File: config.mk
export PLATFORM = sky130hd
export DESIGN_NAME = lfclk_monitor
export DESIGN_NICKNAME = d
export VERILOG_FILES = /design/src/rtl/lfm_pkg.sv /design/src/rtl/lfm_sync_edge.sv /design/src/rtl/lfm_measure.sv /design/src/rtl/lfm_regs.sv /design/src/rtl/lfclk_monitor.sv
export SDC_FILE = /design/constraint.sdc
export NUM_CORES = 1
export LEC_CHECK = 0
export BUFFER_PORTS_ARGS = -buffer_cell sky130_fd_sc_hd__buf_2
export CAP_MARGIN = 20
export CELL_PAD_IN_SITES_DETAIL_PLACEMENT = 1
export CELL_PAD_IN_SITES_GLOBAL_PLACEMENT = 2
export CORE_UTILIZATION = 30
export DETAILED_ROUTE_END_ITERATION = 7
export PLACE_DENSITY_LB_ADDON = 0.1
export SYNTH_ARGS = -nofsm -noshare
export SYNTH_HDL_FRONTEND = slang
export SYNTH_SLANG_ARGS = --single-unit
File: constraint.sdc
create_clock -name clk -period 5.8 [get_ports clk]
set_clock_uncertainty 0.15 [all_clocks]
set_input_delay 0.58 -clock clk [delete_from_list [all_inputs] [get_ports clk]]
set_output_delay 0.58 -clock clk [all_outputs]
set_load 0.02 [all_outputs]
File: src/rtl/lfm_pkg.sv
package lfm_pkg;
  localparam int REG_AW = 4;
  localparam int NEVT   = 7;

  localparam logic [REG_AW-1:0] IX_CTRL  = 4'd0;
  localparam logic [REG_AW-1:0] IX_EVT   = 4'd1;
  localparam logic [REG_AW-1:0] IX_MASK  = 4'd2;
  localparam logic [REG_AW-1:0] IX_PLO   = 4'd3;
  localparam logic [REG_AW-1:0] IX_PHI   = 4'd4;
  localparam logic [REG_AW-1:0] IX_DVLIM = 4'd5;
  localparam logic [REG_AW-1:0] IX_VTHR  = 4'd6;
  localparam logic [REG_AW-1:0] IX_PER   = 4'd7;
  localparam logic [REG_AW-1:0] IX_HIGH  = 4'd8;
  localparam logic [REG_AW-1:0] IX_DEV   = 4'd9;
  localparam logic [REG_AW-1:0] IX_GOOD  = 4'd10;

  localparam int EV_DONE   = 0;
  localparam int EV_INWIN  = 1;
  localparam int EV_DUTYOK = 2;
  localparam int EV_OUTWIN = 3;
  localparam int EV_STALL  = 4;
  localparam int EV_VALID  = 5;
  localparam int EV_UNWELL = 6;

  localparam int CB_PER  = 0;
  localparam int CB_DUTY = 1;
  localparam int CB_GOOD = 2;
  localparam int CB_CLR  = 24;
endpackage

File: src/rtl/lfm_sync_edge.sv
module lfm_sync_edge #(
  parameter int STAGES = 2
) (
  input  logic clk,
  input  logic rst,
  input  logic async_in,
  output logic level,
  output logic rise
);
  logic [STAGES:0] chain;

  always_ff @(posedge clk) begin
    if (rst) chain <= '0;
    else     chain <= {chain[STAGES-1:0], async_in};
  end

  assign level = chain[STAGES-1];
  assign rise  = chain[STAGES-1] & ~chain[STAGES];
endmodule

File: src/rtl/lfm_measure.sv
module lfm_measure
  import lfm_pkg::*;
#(
  parameter int CW = 16,
  parameter int VW = 8
) (
  input  logic            clk,
  input  logic            rst,
  input  logic            level,
  input  logic            rise,
  input  logic            per_en,
  input  logic            duty_en,
  input  logic            good_en,
  input  logic            clr,
  input  logic [CW-1:0]   lim_lo,
  input  logic [CW-1:0]   lim_hi,
  input  logic [CW-1:0]   dev_lim,
  input  logic [VW-1:0]   good_thr,
  output logic [CW-1:0]   period_q,
  output logic [CW-1:0]   high_q,
  output logic [CW-1:0]   dev_q,
  output logic [VW-1:0]   good_q,
  output logic [NEVT-1:0] evt_q
);
  localparam logic [CW-1:0] CSAT = {CW{1'b1}};
  localparam logic [VW-1:0] VSAT = {VW{1'b1}};

  logic          armed, reached;
  logic [CW-1:0] run_cnt, high_run, half, dev;
  logic [VW-1:0] good_next;
  logic          done, in_win, stall_now, bad;

  always_comb begin
    done      = per_en & armed & rise;
    stall_now = per_en & armed & ~rise & (run_cnt == CSAT);
    in_win    = (run_cnt >= lim_lo) && (run_cnt <= lim_hi);
    half      = run_cnt >> 1;
    dev       = (high_run >= half) ? (high_run - half) : (half - high_run);
    good_next = (good_q == VSAT) ? good_q : good_q + 1'b1;
    bad       = (done & ~in_win) | stall_now;
  end

  always_ff @(posedge clk) begin
    if (rst || clr) begin
      armed    <= 1'b0;
      reached  <= 1'b0;
      run_cnt  <= '0;
      high_run <= '0;
      period_q <= '0;
      high_q   <= '0;
      dev_q    <= '0;
      good_q   <= '0;
      evt_q    <= '0;
    end else begin
      evt_q <= '0;

      if (!per_en) begin
        armed    <= 1'b0;
        run_cnt  <= '0;
        high_run <= '0;
      end else if (rise) begin
        armed    <= 1'b1;
        run_cnt  <= 1;
        high_run <= 1;
      end else begin
        if (run_cnt != CSAT) run_cnt <= run_cnt + 1'b1;
        if (level && high_run != CSAT) high_run <= high_run + 1'b1;
        if (stall_now) armed <= 1'b0;
      end

      if (done) begin
        period_q         <= run_cnt;
        high_q           <= high_run;
        evt_q[EV_DONE]   <= 1'b1;
        evt_q[EV_INWIN]  <= in_win;
        evt_q[EV_OUTWIN] <= ~in_win;
        if (duty_en) begin
          dev_q            <= dev;
          evt_q[EV_DUTYOK] <= (dev <= dev_lim);
        end
      end

      if (stall_now) begin
        period_q        <= CSAT;
        evt_q[EV_STALL] <= 1'b1;
      end

      if (!good_en) begin
        good_q  <= '0;
        reached <= 1'b0;
      end else if (bad) begin
        good_q <= '0;
        if (reached) begin
          evt_q[EV_UNWELL] <= 1'b1;
          reached          <= 1'b0;
        end
      end else if (done && in_win) begin
        good_q <= good_next;
        if (!reached && good_next >= good_thr) begin
          reached         <= 1'b1;
          evt_q[EV_VALID] <= 1'b1;
        end
      end
    end
  end
endmodule

File: src/rtl/lfm_regs.sv
module lfm_regs
  import lfm_pkg::*;
#(
  parameter int CW = 16,
  parameter int VW = 8
) (
  input  logic              clk,
  input  logic              rst,
  input  logic [REG_AW-1:0] addr,
  input  logic              wr,
  input  logic [31:0]       wdata,
  input  logic [NEVT-1:0]   evt,
  input  logic [CW-1:0]     period,
  input  logic [CW-1:0]     high,
  input  logic [CW-1:0]     dev,
  input  logic [VW-1:0]     good,
  output logic [31:0]       rdata,
  output logic              irq,
  output logic              per_en,
  output logic              duty_en,
  output logic              good_en,
  output logic              clr,
  output logic [CW-1:0]     lim_lo,
  output logic [CW-1:0]     lim_hi,
  output logic [CW-1:0]     dev_lim,
  output logic [VW-1:0]     good_thr,
  output logic [NEVT-1:0]   evt_st,
  output logic [NEVT-1:0]   evt_mask
);
  logic [NEVT-1:0] w1c;
  logic [31:0]     rd_mux;
  logic            unused_wbits;

  assign unused_wbits = ^{wdata[31:25], wdata[23:CW]};

  always_comb begin
    w1c = (wr && addr == IX_EVT) ? wdata[NEVT-1:0] : '0;
    case (addr)
      IX_CTRL:  rd_mux = {29'd0, good_en, duty_en, per_en};
      IX_EVT:   rd_mux = {{(32-NEVT){1'b0}}, evt_st};
      IX_MASK:  rd_mux = {{(32-NEVT){1'b0}}, evt_mask};
      IX_PLO:   rd_mux = {{(32-CW){1'b0}}, lim_lo};
      IX_PHI:   rd_mux = {{(32-CW){1'b0}}, lim_hi};
      IX_DVLIM: rd_mux = {{(32-CW){1'b0}}, dev_lim};
      IX_VTHR:  rd_mux = {{(32-VW){1'b0}}, good_thr};
      IX_PER:   rd_mux = {{(32-CW){1'b0}}, period};
      IX_HIGH:  rd_mux = {{(32-CW){1'b0}}, high};
      IX_DEV:   rd_mux = {{(32-CW){1'b0}}, dev};
      IX_GOOD:  rd_mux = {{(32-VW){1'b0}}, good};
      default:  rd_mux = '0;
    endcase
  end

  always_ff @(posedge clk) begin
    if (rst) begin
      per_en   <= 1'b0;
      duty_en  <= 1'b0;
      good_en  <= 1'b0;
      clr      <= 1'b0;
      lim_lo   <= '0;
      lim_hi   <= {CW{1'b1}};
      dev_lim  <= '0;
      good_thr <= '0;
      evt_st   <= '0;
      evt_mask <= '0;
      irq      <= 1'b0;
      rdata    <= '0;
    end else begin
      clr    <= wr && addr == IX_CTRL && wdata[CB_CLR];
      evt_st <= (evt_st & ~w1c) | evt;
      irq    <= |(evt_st & evt_mask);
      rdata  <= rd_mux;
      if (wr) begin
        case (addr)
          IX_CTRL: begin
            per_en  <= wdata[CB_PER];
            duty_en <= wdata[CB_DUTY];
            good_en <= wdata[CB_GOOD];
          end
          IX_MASK:  evt_mask <= wdata[NEVT-1:0];
          IX_PLO:   lim_lo   <= wdata[CW-1:0];
          IX_PHI:   lim_hi   <= wdata[CW-1:0];
          IX_DVLIM: dev_lim  <= wdata[CW-1:0];
          IX_VTHR:  good_thr <= wdata[VW-1:0];
          default: ;
        endcase
      end
    end
  end
endmodule

File: src/rtl/lfclk_monitor.sv
module lfclk_monitor
  import lfm_pkg::*;
#(
  parameter int CW     = 16,
  parameter int VW     = 8,
  parameter int STAGES = 2
) (
  input  logic        clk,
  input  logic        rst,
  input  logic        lf_clk_in,
  input  logic [3:0]  reg_addr,
  input  logic        reg_wr,
  input  logic [31:0] reg_wdata,
  output logic [31:0] reg_rdata,
  output logic        irq
);
  logic            lf_level, lf_rise;
  logic            per_en, duty_en, good_en, clr;
  logic [CW-1:0]   lim_lo, lim_hi, dev_lim;
  logic [VW-1:0]   good_thr;
  logic [CW-1:0]   period_q, high_q, dev_q;
  logic [VW-1:0]   good_q;
  logic [NEVT-1:0] evt, evt_st, evt_mask;

  lfm_sync_edge #(.STAGES(STAGES)) u_sync (
    .clk(clk), .rst(rst), .async_in(lf_clk_in),
    .level(lf_level), .rise(lf_rise)
  );

  lfm_measure #(.CW(CW), .VW(VW)) u_meas (
    .clk(clk), .rst(rst), .level(lf_level), .rise(lf_rise),
    .per_en(per_en), .duty_en(duty_en), .good_en(good_en), .clr(clr),
    .lim_lo(lim_lo), .lim_hi(lim_hi), .dev_lim(dev_lim), .good_thr(good_thr),
    .period_q(period_q), .high_q(high_q), .dev_q(dev_q), .good_q(good_q),
    .evt_q(evt)
  );

  lfm_regs #(.CW(CW), .VW(VW)) u_regs (
    .clk(clk), .rst(rst), .addr(reg_addr), .wr(reg_wr), .wdata(reg_wdata),
    .evt(evt), .period(period_q), .high(high_q), .dev(dev_q), .good(good_q),
    .rdata(reg_rdata), .irq(irq),
    .per_en(per_en), .duty_en(duty_en), .good_en(good_en), .clr(clr),
    .lim_lo(lim_lo), .lim_hi(lim_hi), .dev_lim(dev_lim), .good_thr(good_thr),
    .evt_st(evt_st), .evt_mask(evt_mask)
  );
endmodule

# Word level (Yosys, flattened, before mapping)
# Cells that the tools add are included.
# totals
ff_bits	207
input_bits	40
output_inout_bits	33
word_cells	118
# op_classes
addsub	5
order_cmp	5
eq_ne	14
muxes	16
bitwise	20
reduce_logical	30
# ops
cell	count
one-hot mux 16 bit (11 select lines)	1
two-way mux 16 bit	3
adder 16 x 1 -> 16 bit (second input constant)	2
<= comparator 16 bit	2
inequality test 16 bit (second input constant)	2
equality test 16 bit (second input constant)	1
equality test 4 x 3 -> 1 bit (second input constant)	4
greater-or-equal comparator 16 x 15 -> 1 bit	1
greater-or-equal comparator 16 bit	1
AND reduction 2 bit	8
subtractor 15 x 16 -> 16 bit	1
subtractor 16 x 15 -> 16 bit	1
AND 7 bit	2
equality test 4 bit (second input constant)	3
OR reduction 3 bit	4
two-way mux 1 bit	10
NOT 1 bit	9
adder 8 x 1 -> 8 bit (second input constant)	1
equality test 4 x 2 -> 1 bit (second input constant)	2
equality test 8 bit (second input constant)	1
greater-or-equal comparator 8 bit	1
two-way mux 8 bit	1
nonzero test 2 bit	4
logical AND 1 bit	7
12 further kinds	18

# Depth between registers and ports, before layout
# Gate-level depths: netlist (run 1).
# depth
ltp_word	8
ltp_mapped	22
depth_no_buf	21

# Hierarchy
# From an unflattened synthesis (run 1), not the netlist that was laid out.
# unflattened
hier_cells	1379
area_unflattened_um2	11053.1
# modules_own_cells
mod	n_inst	cells_each	area_per_inst_um2	seq_area_each_um2
lfm_measure	1	850	6596.3	1941.9
lfm_regs	1	522	4369.2	1821.7
lfm_sync_edge	1	7	87.6	60.1

# Worst setup path before layout (run 1)
# OpenSTA, ideal clock, no wires.
# synth_timing
kind	reg2reg
from	register u_meas.run_cnt[1]
to	register u_meas.evt_q[2]
setup_ns	0.086
arrival_ns	4.024
t_required_ns	5.564
path_slack_ns	1.541
stages_incl_launch_ff	22
n_path_buf	1
synth_period_minus_slack_ns	4.259
cell_sequence	dfxtp_1 ha_1 inv_1 fa_1 a21o_1 a21oi_2 o31a_1 a21oi_1 a211o_1 buf_2 mux2_2 ha_1 nor2b_1 o21a_1 o21a_1 o21a_1 o21a_1 o21ai_0 nand2b_1 a21oi_1 o31ai_1 a211oi_1
# synth_via
elab_chain_len	3
word_cells_on_any_way	5
cone_classes	add/sub (2); order compare (2); mux (1)
# synth_rtl
element	line	text
start: declaration	lfm_measure.sv:29	logic [CW-1:0] run_cnt, high_run, half, dev;
start signal: assignment	lfm_measure.sv:66	if (run_cnt != CSAT) run_cnt <= run_cnt + 1'b1;
subtractor 15 x 16 -> 16 bit, or another cell as far along	lfm_measure.sv:38	dev = (high_run >= half) ? (high_run - half) : (half - high_run);
two-way mux 16 bit *	lfm_measure.sv:38	
named net u_meas.dev[1]	lfm_measure.sv:29	
<= comparator 16 bit *	lfm_measure.sv:79	evt_q[EV_DUTYOK] <= (dev <= dev_lim);
end signal: indexed assignment	lfm_measure.sv:75	evt_q[EV_INWIN] <= in_win;
end signal: indexed assignment	lfm_measure.sv:76	evt_q[EV_OUTWIN] <= ~in_win;
end signal: indexed assignment	lfm_measure.sv:79	
end: declaration	lfm_measure.sv:23	output logic [NEVT-1:0] evt_q
# The timed path passes the listed nets; every way through them passes the cells marked *.
# A chain may end at the register's enable or synchronous reset.

# Worst setup path after layout (run 1)
# Ends and elaborated chain as after synthesis.

==> flow_metrics.env, run 1 <==
export IMPL_worstSetupPathType="reg -> reg"
export IMPL_path_type_of_the_worst_min_delay_path="in -> reg"
export IMPL_totalPowerFinal_mw=2.73
export IMPL_detail_route_wirelength_mm=38.9
export IMPL_globalplace_congestion=0.845
export IMPL_asyncSetResetFlopFracSynth_pct=0
export IMPL_rows=68
export IMPL_drt_pre_antenna_iters=5
export IMPL_final_period_minus_worst_setup_slack_ps=4980
export IMPL_required_ps=6010
export IMPL_clk_latency_ps=450
export IMPL_grt_total_usage_pct=21.9
export IMPL_path_cells="ha_1 > inv_1 > fa_1 > a21o_1 > a21oi_2 > o31a_1 > a21oi_1 > a211o_1 > buf_4 > a211oi_1 > a21oi_1 > xnor2_1 > ha_1 > o21a_1 > o21a_1 > o21ai_0 > nand2b_1 > a21oi_1 > o31ai_1 > a211oi_1"
export IMPL_postSynthRegisterBits=191
export IMPL_max_cap_violations=0
export IMPL_start_util_pct=30.7
export IMPL_run_status="completed"
export IMPL_slew_violations=0
export IMPL_max_freq_ghz=0.201
export IMPL_edff_count_synth=0
export IMPL_tritoncts="built"
export IMPL_combinationalPowerShare_pct=5.1
export IMPL_routed_wire_length_per_instance_um=21.6
export IMPL_drt_iter0_drc=516
export IMPL_netlist_instances=1329
export IMPL_start_kind="flop"
export IMPL_grtUsageMet2_pct=33.4
export IMPL_grt_overflow_total=0
export IMPL_timing_critical_path_fanout_max=14
export IMPL_vias=9438
export IMPL_number_of_global_route_vias_before_repair=9378
export IMPL_busiest_layer="met2"
export IMPL_ir_drop_mv=0.225
export IMPL_syn_cell_area_um2=10700
export IMPL_wp_data_arrival_ps=5190
export IMPL_synth_seq_area_share_pct=35.7
export IMPL_cts_htree_levels=4
export IMPL_p_sw_share_pct=24.9
export IMPL_synth_ff_type="sky130_fd_sc_hd__dfxtp_1"
export IMPL_max_clock_path_buffers=2
export IMPL_die_width_um=191
export IMPL_relSlewSlack_pct=36.8
export IMPL_i_o_pin_count=73
export IMPL_synth_top_area_cell="sky130_fd_sc_hd__dfxtp_1"
export IMPL_largest_net_degree_at_the_start_of_global_routing=46
export IMPL_met3_usage_pct=2.81
export IMPL_timing_critical_path_max_delay_family="compound AO/OA/AOI/OAI gates"
export IMPL_critPathMaxStageDelay_ps=560
export IMPL_worst_path_buf_inv=2
export IMPL_power_static_leakage_nw=4.72
export IMPL_layout_filler_cells=4206
export IMPL_cts_root_buf="sky130_fd_sc_hd__clkbuf_16"
export IMPL_core_area_um2=34900
export IMPL_grt_antenna_before_repair=0
export IMPL_slew_at_the_pin_closest_to_its_max_slew_limit_ps=948
export IMPL_post_cts_resize_count=0
export IMPL_clock_sinks=191
export IMPL_path_common_cell="sky130_fd_sc_hd__a21oi_1"
export IMPL_yosys_cell_types_count=62
export IMPL_power_internal_mw=2.05
export IMPL_final_setup_tns_ps=0
export IMPL_detailedPlacementHpwl_mm=29.1
export IMPL_part_of_the_cycle_the_worst_path_needs_pct=85.8
export IMPL_netlist_area_leader_share_pct=35.7
export IMPL_area_growth_syn_to_layout_pct=11.0
export IMPL_die_height_um=191
export IMPL_pwr_density_cell_nw_per_um2=230
export IMPL_synth_top_cells_by_area="sky130_fd_sc_hd__dfxtp_1 (36%), sky130_fd_sc_hd__ha_1 (10%), sky130_fd_sc_hd__nand2_1 (6.2%)"
export IMPL_numCtsBuffers=17
export IMPL_rsz0062_at_grt="no"
export IMPL_setup_viol=0
export IMPL_fin_nets=1466
export IMPL_routed_via_density=5.23
export IMPL_die_area_um2=36500
export IMPL_synth_most_common_cell="sky130_fd_sc_hd__dfxtp_1"
export IMPL_cts_repair_timing_setup_buffer_count=0
export IMPL_diodes=0
export IMPL_hold_buffers=0
export IMPL_crit_slowest_cell="sky130_fd_sc_hd__a211o_1"
export IMPL_worst_setup_path_end_kind="flop"
export IMPL_synth_yosys_warnings=0
export IMPL_buffer_ports_inserted=41
export IMPL_global_route_usage_met1_pct=32.1
export IMPL_clock_pin_slew_of_the_registers_on_the_worst_case_setup_and_hold_paths_ps=70
export IMPL_synth_cells_most_frequent="sky130_fd_sc_hd__dfxtp_1 (191), sky130_fd_sc_hd__nand2_1 (178), sky130_fd_sc_hd__nor2_1 (125)"
export IMPL_antenna_violating_nets_post_route=0
export IMPL_post_route_cells_drive_above_1_share_pct=7.86
export IMPL_syn_avg_cell_area_um2=8.06
export IMPL_detail_route_drc_violations=0
export IMPL_clock_share_of_power_pct=46.3
export IMPL_power_switching_mw=0.681
export IMPL_pwr_share_seq_pct=48.7
export IMPL_grt_first_pass_wirelength_mm=59.1
export IMPL_hold_viol=0
flip-flops by register name (all words and copies together) (netlist names):
register / cells
u_regs.lim_hi: 16
u_meas.armed: 1
u_regs.irq: 1
u_regs.duty_en: 1
u_regs.clr: 1
u_regs.rdata: 16
u_meas.dev_q: 16
u_regs.evt_st: 7
u_regs.per_en: 1
u_meas.reached: 1
u_regs.lim_lo: 16
u_meas.high_run: 16
u_sync.chain: 3
u_meas.high_q: 16
u_regs.evt_mask: 7
u_regs.good_en: 1
u_meas.run_cnt: 16
u_meas.period_q: 16
u_meas.good_q: 8
u_regs.dev_lim: 16
u_meas.evt_q: 7
u_regs.good_thr: 8
cell type report:
type,instances,area (µm²),share of cell area [%]
timing repair buffer,58,333,2.80
clock buffer,19,443,3.73
tap,455,569,4.79
clock inverter,13,163,1.37
multi-input combinational,975,6210,52.2
inverter,92,345,2.90
sequential,191,3820,32.2
final timing paths:
check | cells past startpoint | slack (ps) | start | endpoint
setup reg to reg | 20 | 820 | u_meas.run_cnt[1]$_SDFFE_PP0P_ | u_meas.evt_q[2]$_SDFF_PP0_
setup / recovery | 20 | 820 | u_meas.run_cnt[1]$_SDFFE_PP0P_ | u_meas.evt_q[2]$_SDFF_PP0_
hold reg to reg | 2 | 300 | u_meas.evt_q[3]$_SDFF_PP0_ | u_regs.evt_st[3]$_SDFF_PP0_
hold / removal | 2 | 180 | lf_clk_in | u_sync.chain[0]$_SDFF_PP0_
power by group through the flow:
stage                     Sequential (mW)  Clock, mW  Combinational (mW)
after detailed placement             1.36          0               0.139
after global routing                 1.33       1.35               0.150
after global placement               1.36          0               0.138
after floorplan                      1.36          0              0.0888
after CTS                            1.33       1.30               0.139
final                                1.33       1.26               0.138
cells by family after synthesis:
logic type / Yosys count / share of synthesized area, %
and+or+nand+nor: 451 / 18.9
AOI/OAI and AO/OA: 327 / 19.7
DFF: 191 / 35.7
buffers and inverters: 178 / 6.98
adders and majority gates: 91 / 10.8
muxes: 48 / 4.54
xor gates and xnor gates: 42 / 3.43
other: 1 / 0.0350
through the flow:
| step | setup WS, ps | std cells | instance area, µm² | utilization, % | hold WS, ps |
|---|---|---|---|---|---|
| 4_1_cts | 776 | 1803 | 11900 | 34.1 | 165 |
| 3_3_place_gp | 832 | 1771 | 11300 | 32.3 | 268 |
| 5_1_grt | 505 | 1803 | 11900 | 34.1 | 183 |
| 3_5_place_dp | 787 | 1771 | 11300 | 32.3 | 280 |
| 6_report | 823 | 1803 | 11900 | 34.1 | 184 |
| 2_1_floorplan | 1540 | 1344 | 10800 | - | 263 |
routing by layer:
metal,vias up,share of wire (%)
met1,4688,53
met2,126,43
met4,0,1.4
li1,4598,-
met3,26,2.4
met5,-,0
placed cells by master, fill, tap and decap left out, types with 4 or more instances in the layout:
cell,count
sky130_fd_sc_hd__mux2i_1,43
sky130_fd_sc_hd__nand4_1,21
sky130_fd_sc_hd__inv_1,92
sky130_fd_sc_hd__buf_4,17
sky130_fd_sc_hd__nand3_1,22
sky130_fd_sc_hd__xnor2_1,34
sky130_fd_sc_hd__a21o_1,24
sky130_fd_sc_hd__nand2b_1,14
sky130_fd_sc_hd__clkbuf_16,17
sky130_fd_sc_hd__o22ai_1,4
sky130_fd_sc_hd__a22oi_1,37
sky130_fd_sc_hd__nor2b_1,16
sky130_fd_sc_hd__nand2_1,178
sky130_fd_sc_hd__dfxtp_1,191
sky130_fd_sc_hd__a211o_1,17
sky130_fd_sc_hd__nor2_1,124
sky130_fd_sc_hd__xor2_1,8
sky130_fd_sc_hd__o21a_1,14
sky130_fd_sc_hd__a21oi_1,116
sky130_fd_sc_hd__a31oi_1,33
sky130_fd_sc_hd__clkinvlp_4,5
sky130_fd_sc_hd__buf_2,41
sky130_fd_sc_hd__and2_1,6
sky130_fd_sc_hd__o21ai_1,4
sky130_fd_sc_hd__a211oi_1,9
sky130_fd_sc_hd__a222oi_1,4
sky130_fd_sc_hd__conb_1,16
sky130_fd_sc_hd__and3_1,22
sky130_fd_sc_hd__o21ai_0,30
sky130_fd_sc_hd__a221oi_1,7
sky130_fd_sc_hd__o21bai_1,5
sky130_fd_sc_hd__mux2_2,4
sky130_fd_sc_hd__nor3_1,27
sky130_fd_sc_hd__ha_1,89
(Power assumes the default switching activity.)
==> run 2, diff against run 1 <==
--- a/config.mk
+++ b/config.mk
@@ -12,6 +12,7 @@
 export CORE_UTILIZATION = 30
 export DETAILED_ROUTE_END_ITERATION = 7
 export PLACE_DENSITY_LB_ADDON = 0.1
+export REMOVE_ABC_BUFFERS = 1
 export SYNTH_ARGS = -nofsm -noshare
 export SYNTH_HDL_FRONTEND = slang
 export SYNTH_SLANG_ARGS = --single-unit
==> run 2 against run 1 <==
Net effect: first-iteration DRC count decreased by 12%; final cell count decreased by 0.22%; core utilization decreased by 0.054 points; non-clock buffer count decreased by 1; die area unchanged; clock power about the same; critical path depth decreased by 2; largest power group unchanged.
==> flow_metrics.env, run 2 (synthesis gave the netlist of run 1 again) <==
export IMPL_run_status="completed"
export IMPL_mostFrequentLayoutCells="sky130_fd_sc_hd__dfxtp_1 (191), sky130_fd_sc_hd__nand2_1 (178), sky130_fd_sc_hd__nor2_1 (123)"
export IMPL_largest_net_degree_at_the_start_of_global_routing=77
export IMPL_worst_r2r_path_depth=18
export IMPL_drt_pre_antenna_iters=5
export IMPL_maxUsedRoutingLayer="met4"
export IMPL_start_kind="flop"
export IMPL_final_hold_worst_slack_ps=189
export IMPL_hold_viol=0
export IMPL_grt_antenna_before_repair=0
export IMPL_grt_overflow_total=0
export IMPL_clk_latency_ps=450
export IMPL_drt_iter0_drc=452
export IMPL_final_period_minus_worst_setup_slack_ps=4880
export IMPL_detail_route_wirelength_mm=38.9
export IMPL_rrSetupSlack_ps=920
export IMPL_pwr_density_cell_nw_per_um2=229
export IMPL_grt_total_usage_pct=21.9
export IMPL_worstSetupPathType="reg -> reg"
export IMPL_critPathMaxStageDelay_ps=520
export IMPL_final_setup_tns_ps=0
export IMPL_slew_at_the_pin_closest_to_its_max_slew_limit_ps=997
export IMPL_i_o_pin_count=73
export IMPL_routed_wire_length_per_instance_um=21.6
export IMPL_globalplace_congestion=0.819
export IMPL_wl_met1_mm=20.1
export IMPL_path_cells="inv_1 > fa_1 > a21o_1 > a21oi_2 > o31a_1 > a21oi_1 > a211o_1 > buf_4 > o31ai_1 > xnor2_1 > ha_1 > a21o_1 > a21o_1 > a21oi_1 > nor2_1 > a211oi_1 > o31ai_1 > a211oi_1"
export IMPL_die_width_um=191
export IMPL_clock_pin_slew_of_the_registers_on_the_worst_case_setup_and_hold_paths_ps=70
export IMPL_rows=68
export IMPL_crit_slowest_cell="sky130_fd_sc_hd__dfxtp_1"
export IMPL_detail_route_drc_violations=0
export IMPL_max_cap_violations=0
export IMPL_tritoncts="built"
export IMPL_relSlewSlack_pct=33.5
export IMPL_cts_repair_timing_setup_buffer_count=0
export IMPL_max_clock_path_buffers=2
export IMPL_cts_htree_levels=4
export IMPL_cts_root_buf="sky130_fd_sc_hd__clkbuf_16"
export IMPL_slew_violations=0
export IMPL_path_common_cell="sky130_fd_sc_hd__a21o_1"
export IMPL_clock_sinks=191
export IMPL_max_freq_ghz=0.205
export IMPL_fin_nets=1465
export IMPL_core_area_um2=34900
export IMPL_dr_wl_met3_mm=1.06
export IMPL_number_of_global_route_vias_before_repair=9294
export IMPL_buffer_ports_inserted=41
export IMPL_timing_critical_path_fanout_max=12
export IMPL_required_ps=6020
export IMPL_path_type_of_the_worst_min_delay_path="in -> reg"
export IMPL_area_growth_syn_to_layout_pct=10.8
export IMPL_hold_buffers=0
export IMPL_post_cts_resize_count=0
export IMPL_ir_drop_mv=0.207
export IMPL_routed_via_density=5.21
export IMPL_most_common_cell_after_layout_fill_and_taps_aside="sky130_fd_sc_hd__dfxtp_1"
export IMPL_met2_routed_wl_mm=17.3
export IMPL_detailedPlacementHpwl_mm=28.6
export IMPL_part_of_the_cycle_the_worst_path_needs_pct=84.2
export IMPL_diodes=0
export IMPL_die_area_um2=36500
export IMPL_power_static_leakage_nw=4.73
export IMPL_rsz0062_at_grt="no"
export IMPL_antenna_violating_nets_post_route=0
export IMPL_start_util_pct=30.7
export IMPL_post_route_cells_drive_above_1_share_pct=7.59
export IMPL_numCtsBuffers=17
export IMPL_worst_setup_path_end_kind="flop"
export IMPL_wp_data_arrival_ps=5100
export IMPL_vias=9364
export IMPL_setup_viol=0
export IMPL_number_of_stages_on_the_worst_hold_path=2
export IMPL_grt_first_pass_wirelength_mm=59.1
export IMPL_die_height_um=191
[run 2: cell types whose count changed in the layout (fill, tap and decap cells not counted)]
| cell | previous run | this run |
|---|---|---|
| sky130_fd_sc_hd__buf_4 | 17 | 16 |
| sky130_fd_sc_hd__clkbuf_1 | 1 | 2 |
| sky130_fd_sc_hd__clkbuf_8 | 1 | 2 |
| sky130_fd_sc_hd__clkinv_2 | 3 | 1 |
| sky130_fd_sc_hd__clkinvlp_4 | 5 | 1 |
| sky130_fd_sc_hd__inv_6 | 1 | 2 |
| sky130_fd_sc_hd__nor2_1 | 124 | 123 |
| sky130_fd_sc_hd__nor2_2 | 2 | 3 |
[run 2: per-stage QoR]
stage	instance area (µm²)	setup slack, ps	utilization (%)	instances	power [mW]
CTS	11900	840	34.0	1799	2.76
detailed placement	11300	865	32.3	1770	1.50
floorplan	10400	1400	-	1258	1.42
global route	11900	609	34.0	1799	2.82
global placement	11300	855	32.3	1770	1.50
finish	11900	918	34.0	1799	2.71
[run 2: where the power goes]
part           switching, mW  internal [mW]  leakage (nW)
Combinational          0.101         0.0365          2.90
Clock                  0.549          0.700         0.288
Sequential           0.00804           1.32          1.54
[run 2: final cells by class]
type / count / area [µm²]
Fill cell: 4195 / 23000
Tap cell: 455 / 569
Clock inverter: 8 / 131
Clock buffer: 21 / 460
Timing Repair Buffer: 57 / 325
Sequential cell: 191 / 3820
Multi-Input combinational cell: 975 / 6210
Inverter: 92 / 345
[run 2: worst paths after layout]
check,from,endpoint
worst min register to register,u_meas.evt_q[4]$_SDFF_PP0_,u_regs.evt_st[4]$_SDFF_PP0_
worst max-delay path,u_meas.run_cnt[2]$_SDFFE_PP0P_,u_meas.evt_q[2]$_SDFF_PP0_
worst min-delay path,lf_clk_in,u_sync.chain[0]$_SDFF_PP0_
worst max register to register,u_meas.run_cnt[2]$_SDFFE_PP0P_,u_meas.evt_q[2]$_SDFF_PP0_
[run 2: layer usage]
metal  vias to the layer above  GRT usage [%]
li1                       4610              -
met1                      4621           31.7
met2                       108           34.0
met3                        25           3.16
met4                         0           5.14
met5                         -              0
[run 2: worst max-delay path: cells and delay by family, from the launching register on]
| family | cells | cell delay (ps) |
|---|---|---|
| xor+xnor | 1 | 200 |
| simple gates | 1 | 60 |
| flops | 1 | 520 |
| compound gates | 12 | 2660 |
| fa+ha+maj | 2 | 770 |
| buf+inv | 2 | 430 |
